===== src/rtl/mmio_pkg.sv =====
package mmio_pkg;
  localparam int unsigned XLEN   = 32;
  localparam int unsigned BYTE_W = 8;

  localparam logic [XLEN-1:0] OFS_STAT = 32'h0000_0000;
  localparam logic [XLEN-1:0] OFS_RXD  = 32'h0000_0004;
  localparam logic [XLEN-1:0] OFS_TXD  = 32'h0000_0008;
  localparam logic [XLEN-1:0] OFS_CYC  = 32'h0000_0010;
  localparam logic [XLEN-1:0] OFS_INS  = 32'h0000_0014;
  localparam logic [XLEN-1:0] OFS_CLR  = 32'h0000_0018;
  localparam logic [XLEN-1:0] OFS_LED  = 32'h0000_0030;
  localparam logic [XLEN-1:0] OFS_DUTY = 32'h0000_0034;

  typedef enum logic [3:0] {
    SEL_NONE,
    SEL_STAT,
    SEL_RXD,
    SEL_TXD,
    SEL_CYC,
    SEL_INS,
    SEL_CLR,
    SEL_LED,
    SEL_DUTY
  } io_sel_e;

  // Exact-match map of an address onto one I/O slot.
  function automatic io_sel_e sel_of(input logic [XLEN-1:0] a,
                                     input logic [XLEN-1:0] base);
    logic [XLEN-1:0] off;
    off = a - base;
    case (off)
      OFS_STAT: sel_of = SEL_STAT;
      OFS_RXD:  sel_of = SEL_RXD;
      OFS_TXD:  sel_of = SEL_TXD;
      OFS_CYC:  sel_of = SEL_CYC;
      OFS_INS:  sel_of = SEL_INS;
      OFS_CLR:  sel_of = SEL_CLR;
      OFS_LED:  sel_of = SEL_LED;
      OFS_DUTY: sel_of = SEL_DUTY;
      default:  sel_of = SEL_NONE;
    endcase
  endfunction

  // Status word: bit 0 transmit ready, bit 1 receive data pending.
  function automatic logic [XLEN-1:0] status_word(input logic tx_rdy,
                                                  input logic rx_av);
    status_word    = '0;
    status_word[0] = tx_rdy;
    status_word[1] = rx_av;
  endfunction
endpackage


===== src/rtl/mmio_decode.sv =====
module mmio_decode
  import mmio_pkg::*;
#(
  parameter logic [XLEN-1:0] IO_BASE = 32'h8000_0000
) (
  input  logic [XLEN-1:0] addr,
  input  logic            ld_en,
  input  logic            st_en,
  output io_sel_e         rd_sel,
  output io_sel_e         wr_sel
);
  io_sel_e slot;

  always_comb begin
    slot   = sel_of(addr, IO_BASE);
    rd_sel = ld_en ? slot : SEL_NONE;
    wr_sel = st_en ? slot : SEL_NONE;
  end
endmodule


===== src/rtl/mmio_counters.sv =====
module mmio_counters #(
  parameter int unsigned CNT_W = 32,
  parameter int unsigned N_CNT = 2
) (
  input  logic                        clk,
  input  logic                        rst,
  input  logic                        clr,
  input  logic [N_CNT-1:0]            inc,
  output logic [N_CNT-1:0][CNT_W-1:0] q
);
  // Clear has priority over the step.
  function automatic logic [CNT_W-1:0] step(input logic [CNT_W-1:0] cur,
                                            input logic clear,
                                            input logic bump);
    if (clear)     step = '0;
    else if (bump) step = cur + 1'b1;
    else           step = cur;
  endfunction

  for (genvar g = 0; g < N_CNT; g++) begin : g_cnt
    always_ff @(posedge clk) begin
      if (rst) q[g] <= '0;
      else     q[g] <= step(q[g], clr, inc[g]);
    end
  end
endmodule


===== src/rtl/mmio_uart_port.sv =====
module mmio_uart_port
  import mmio_pkg::*;
(
  input  logic              clk,
  input  logic              rst,
  input  logic              push_req,
  input  logic [BYTE_W-1:0] push_data,
  input  logic              pop_req,
  output logic [BYTE_W-1:0] tx_byte,
  output logic              tx_push,
  output logic              rx_pop
);
  always_ff @(posedge clk) begin
    if (rst) begin
      tx_byte <= '0;
      tx_push <= 1'b0;
      rx_pop  <= 1'b0;
    end else begin
      tx_push <= push_req;
      rx_pop  <= pop_req;
      if (push_req) tx_byte <= push_data;
    end
  end
endmodule


===== src/rtl/mmio_hub.sv =====
module mmio_hub
  import mmio_pkg::*;
#(
  parameter logic [31:0] IO_BASE = 32'h8000_0000,
  parameter int unsigned CNT_W   = 32,
  parameter int unsigned LED_W   = 16,
  parameter int unsigned DUTY_W  = 12
) (
  input  logic              clk,
  input  logic              rst,
  input  logic [31:0]       addr,
  input  logic [31:0]       wdata,
  input  logic              st_en,
  input  logic              ld_en,
  input  logic              icount_en,
  output logic [31:0]       rdata,
  output logic [7:0]        tx_byte,
  output logic              tx_push,
  input  logic              tx_ready,
  input  logic [7:0]        rx_byte,
  input  logic              rx_avail,
  output logic              rx_pop,
  output logic [LED_W-1:0]  led_q,
  output logic [DUTY_W-1:0] duty_q
);
  localparam int unsigned N_CNT  = 2;
  localparam int unsigned CYC_IX = 0;
  localparam int unsigned INS_IX = 1;
  localparam int unsigned WIDEST = (LED_W > DUTY_W) ? LED_W : DUTY_W;

  io_sel_e rd_sel, wr_sel;
  logic [N_CNT-1:0][CNT_W-1:0] cnt_q;
  logic [N_CNT-1:0]            cnt_inc;
  logic [XLEN-1:0]             rd_next;

  // Named internal events, used by the bound checker.
  logic ev_clr, ev_tx_wr, ev_rx_rd, ev_led_wr, ev_duty_wr;
  logic unused_wdata_hi;

  mmio_decode #(.IO_BASE(IO_BASE)) u_dec (
    .addr   (addr),
    .ld_en  (ld_en),
    .st_en  (st_en),
    .rd_sel (rd_sel),
    .wr_sel (wr_sel)
  );

  assign ev_clr     = (wr_sel == SEL_CLR);
  assign ev_tx_wr   = (wr_sel == SEL_TXD);
  assign ev_rx_rd   = (rd_sel == SEL_RXD);
  assign ev_led_wr  = (wr_sel == SEL_LED);
  assign ev_duty_wr = (wr_sel == SEL_DUTY);

  assign cnt_inc[CYC_IX] = 1'b1;
  assign cnt_inc[INS_IX] = icount_en;

  mmio_counters #(.CNT_W(CNT_W), .N_CNT(N_CNT)) u_cnt (
    .clk (clk),
    .rst (rst),
    .clr (ev_clr),
    .inc (cnt_inc),
    .q   (cnt_q)
  );

  mmio_uart_port u_uart (
    .clk       (clk),
    .rst       (rst),
    .push_req  (ev_tx_wr),
    .push_data (wdata[BYTE_W-1:0]),
    .pop_req   (ev_rx_rd),
    .tx_byte   (tx_byte),
    .tx_push   (tx_push),
    .rx_pop    (rx_pop)
  );

  always_ff @(posedge clk) begin
    if (rst) begin
      led_q  <= '0;
      duty_q <= '0;
    end else begin
      if (ev_led_wr)  led_q  <= wdata[LED_W-1:0];
      if (ev_duty_wr) duty_q <= wdata[DUTY_W-1:0];
    end
  end

  always_comb begin
    case (rd_sel)
      SEL_STAT: rd_next = status_word(tx_ready, rx_avail);
      SEL_RXD:  rd_next = XLEN'(rx_byte);
      SEL_CYC:  rd_next = XLEN'(cnt_q[CYC_IX]);
      SEL_INS:  rd_next = XLEN'(cnt_q[INS_IX]);
      default:  rd_next = '0;
    endcase
  end

  always_ff @(posedge clk) begin
    if (rst)        rdata <= '0;
    else if (ld_en) rdata <= rd_next;
  end

  assign unused_wdata_hi = ^wdata[XLEN-1:WIDEST];
endmodule


===== config.mk =====
export PLATFORM = sky130hd
export DESIGN_NAME = mmio_hub
export DESIGN_NICKNAME = d
export VERILOG_FILES = /design/src/rtl/mmio_pkg.sv /design/src/rtl/mmio_decode.sv /design/src/rtl/mmio_counters.sv /design/src/rtl/mmio_uart_port.sv /design/src/rtl/mmio_hub.sv
export SDC_FILE = /design/constraint.sdc
export NUM_CORES = 1
export LEC_CHECK = 0
export CAP_MARGIN = 15
export CORE_ASPECT_RATIO = 0.9
export CORE_UTILIZATION = 49
export DETAILED_ROUTE_END_ITERATION = 10
export GPL_TIMING_DRIVEN = 0
export PLACE_DENSITY_LB_ADDON = 0.05
export SYNTH_ARGS = -nofsm -noshare
export SYNTH_HDL_FRONTEND = slang
export SYNTH_SLANG_ARGS = --single-unit

===== constraint.sdc =====
create_clock -name clk -period 2.5 [get_ports clk]
set_input_delay 0.25 -clock clk [delete_from_list [all_inputs] [get_ports clk]]
set_output_delay 0.25 -clock clk [all_outputs]
set_load 0.01 [all_outputs]

==> flow_summary.json <==
{
  "setup_viol": 0,
  "cp_cell_sequence": "clkdlybuf4s50_1, or4_1, buf_2, or3_1, or4_1, buf_4, mux2i_1, nor2_1",
  "synth_xor_xnor_area_share_pct": 8.41,
  "clock-root-buffer": "clkbuf_16",
  "yosys-top-cells-area": "dfxtp_1 (45%), mux2i_1 (7.6%), nor2_1 (5.6%)",
  "synth_compound_area_share_pct": 9.37,
  "ys_types": 42,
  "worst_path_largest_cell_delay_ns": 0.52,
  "cts_htree_levels": 4,
  "fin_cells": 1000,
  "peakVddDrop_mv": 0.604,
  "ys.flop_type": "dfxtp_1",
  "critical_path_class": "in -> reg",
  "yosysSeqAreaShare_pct": 45.2,
  "grt-ovfl-total": 0,
  "yosys-top-cells-count": "dfxtp_1 (134), nor2_1 (88), nand2_1 (48)",
  "insertion_delay_ns": 0.42,
  "relSlewSlack_pct": 43.4,
  "drc_errors": 0,
  "cts_buffer_depth": 2,
  "status": "finished, final reports clean",
  "core.rowCount": 37,
  "fin_crit_ns": 2.36,
  "clkSlewWorstSetupHoldPaths_ns": 0.05,
  "routed_wl_mm": 16.4,
  "critPathMaxFanout": 9,
  "yosysTopAreaCell": "dfxtp_1",
  "skew_ns": 0.00564,
  "synth_seq_cells": 134,
  "hold_class": "in -> reg",
  "post-route-period-util_pct": 94.6,
  "endpoint_kind": "flop",
  "dp_hpwl_mm": 12.1,
  "dp_cells": 967,
  "wl_per_cell_microns": 16.4,
  "maxSlewViolCount": 0,
  "p_leak_nw": 2.90,
  "yosys.area_share.adder_pct": 0.421,
  "syn-num-nets": 763,
  "design_area_sq_mm": 0.00804,
  "nets": 913,
  "arrival_ns": 2.65,
  "power_per_cell_area_mw_per_mm2": 578,
  "total_power_mw": 4.64,
  "post_dp_cell_area_sq_mm": 0.00743,
  "fp.dieH_microns": 106,
  "gp_congestion": 0.844,
  "tns_ns": 0,
  "maxCapViolations": 0,
  "antenna_found_initial": 0,
  "synth_top_area_share_pct": 45.2,
  "yosys.area_share.simple_pct": 24.2,
  "synth.most_common_cell": "dfxtp_1",
  "cts_buffers": 17,
  "worst-path-buf-inv": 3,
  "die_area_sq_mm": 0.0126,
  "drive_gt1_share_pct": 7.11,
  "avgViaCountPerCell": 5.58,
  "critical_path.top_delay_family": "simple AND/OR/NAND/NOR gates",
  "fmax_mhz": 423,
  "grt_setup_unrepaired": "false",
  "start_kind": "primary input",
  "hold_violations": 0,
  "syn_inst": 682,
  "setup_ws_ns": 0.135,
  "tightest_slew_ns": 0.847,
  "dr.pass1.iters": 5,
  "antennaDiodeCount": 0,
  "synth_warnings": 0,
  "port-buffer-count": 129,
  "synth_top_family_by_area": "simple AND/OR/NAND/NOR gates",
  "worstPathRequired_ns": 2.79,
  "syn2layout_area_growth_pct": 35.3,
  "grt_pass1_wl_mm": 26.8,
  "ant_nets": 0,
  "crit_path_frequent_cell": "or4_1",
  "synthMuxAreaShare_pct": 7.58,
  "synth_area_per_cell_sq_um": 8.71,
  "cts_tree": "built",
  "grt_use_total_pct": 27.0,
  "vias": 5582,
  "crit_slowest_cell": "or4_1",
  "dp_slack_ns": -0.500,
  "dieWidth_microns": 118,
  "async_flop_share_pct": 0,
  "drt_iter0_drc": 449,
  "boundaryPins": 149,
  "fill_cells": 917,
  "grt_max_degree": 17,
  "grt_pass1_vias": 5333,
  "cts_sinks": 134,
  "core_region_area_sq_mm": 0.0116,
  "start_util_pct": 51.1,
  "syn_area_sq_mm": 0.00594,
  "synth-edff-count": 0
}
[placed cells by master (no fill, tap or decap), drive strengths merged, types with 15 or more instances in the layout]
cell type / count
xor2: 31
nand4: 44
a21oi: 39
buf: 20
dfxtp: 134
nor2: 88
xnor2: 26
nor4: 15
mux2i: 45
inv: 16
o21ai: 51
clkbuf: 44
nand3: 21
clkdlybuf4s50: 129
nand2: 48
[tightest hold or removal path, cell delays in order]
cell,delay (ns)
clkbuf_1,0.16
mux2i_1,0.15
nor2_1,0.07
[per-stage QoR]
step,hold slack [ns],utilization (%)
3_5_place_dp,0.441,63.9
5_1_grt,0.277,69.2
2_1_floorplan,0.376,-
6_report,0.263,69.2
3_3_place_gp,0.439,63.9
4_1_cts,0.252,68.6
[sequential cells by signal, summed over array words and instances (netlist names)]
register,count
duty_q,12
led_q,16
rdata,32
u_cnt.q,64
u_uart.rx_pop,1
u_uart.tx_byte,8
u_uart.tx_push,1
[area by class of cell]
class / count / area [sq um] / area share, %
plain buffers: 41 / 223 / 2.77
clock buffers: 20 / 447 / 5.56
multi-input cells: 489 / 3030 / 37.7
well taps: 156 / 195 / 2.43
clock inverters: 11 / 85.1 / 1.06
inverters: 17 / 63.8 / 0.794
repair buffers: 132 / 1310 / 16.3
flip-flops and latches: 134 / 2680 / 33.4
[final timing paths]
| path | depth (start not counted) | slack [ns] | from | end |
|---|---|---|---|---|
| setup / recovery | 8 | 0.14 | addr[1] | u_uart.tx_byte[0]$_SDFFE_PP0P_ |
| hold / removal | 3 | 0.26 | icount_en | u_cnt.q[33]$_SDFFE_PP0P_ |
| setup reg to reg | 6 | 0.22 | u_cnt.q[40]$_SDFFE_PP0P_ | u_cnt.q[61]$_SDFFE_PP0P_ |
| hold reg to reg | 2 | 0.44 | rdata[22]$_SDFFE_PP0P_ | rdata[22]$_SDFFE_PP0P_ |
[power breakdown]
part           internal, mW  switching [mW]
Combinational         0.123           0.119
Clock                  1.37           0.879
Sequential             2.14         0.00940
[logic make-up after synthesis]
group	count (synthesis)
adder cells (fa/ha/maj)	2
multiplexers	45
flip-flops	134
buffers and inverters	59
AND/OR/NAND/NOR	282
XOR/XNOR	57
AO/OA/AOI/OAI	103
[what timing repair did]
item	4_1_cts	5_1_grt
pin swaps	0	1
gates resized for setup	3	10
buffers inserted	0	2
hold endpoints to repair	0	0
endpoints found under the setup margin	15	89
hold buffers	0	0
[per-layer routing]
layer / track usage (%) / vias to the layer above / share of wire (%)
li1: - / 2712 / -
met1: 34.6 / 2636 / 46
met2: 44.5 / 211 / 47
met3: 7.03 / 23 / 6.1
met4: 8.24 / 0 / 1.2
met5: 0 / - / 0
(Power assumes the default switching activity.)
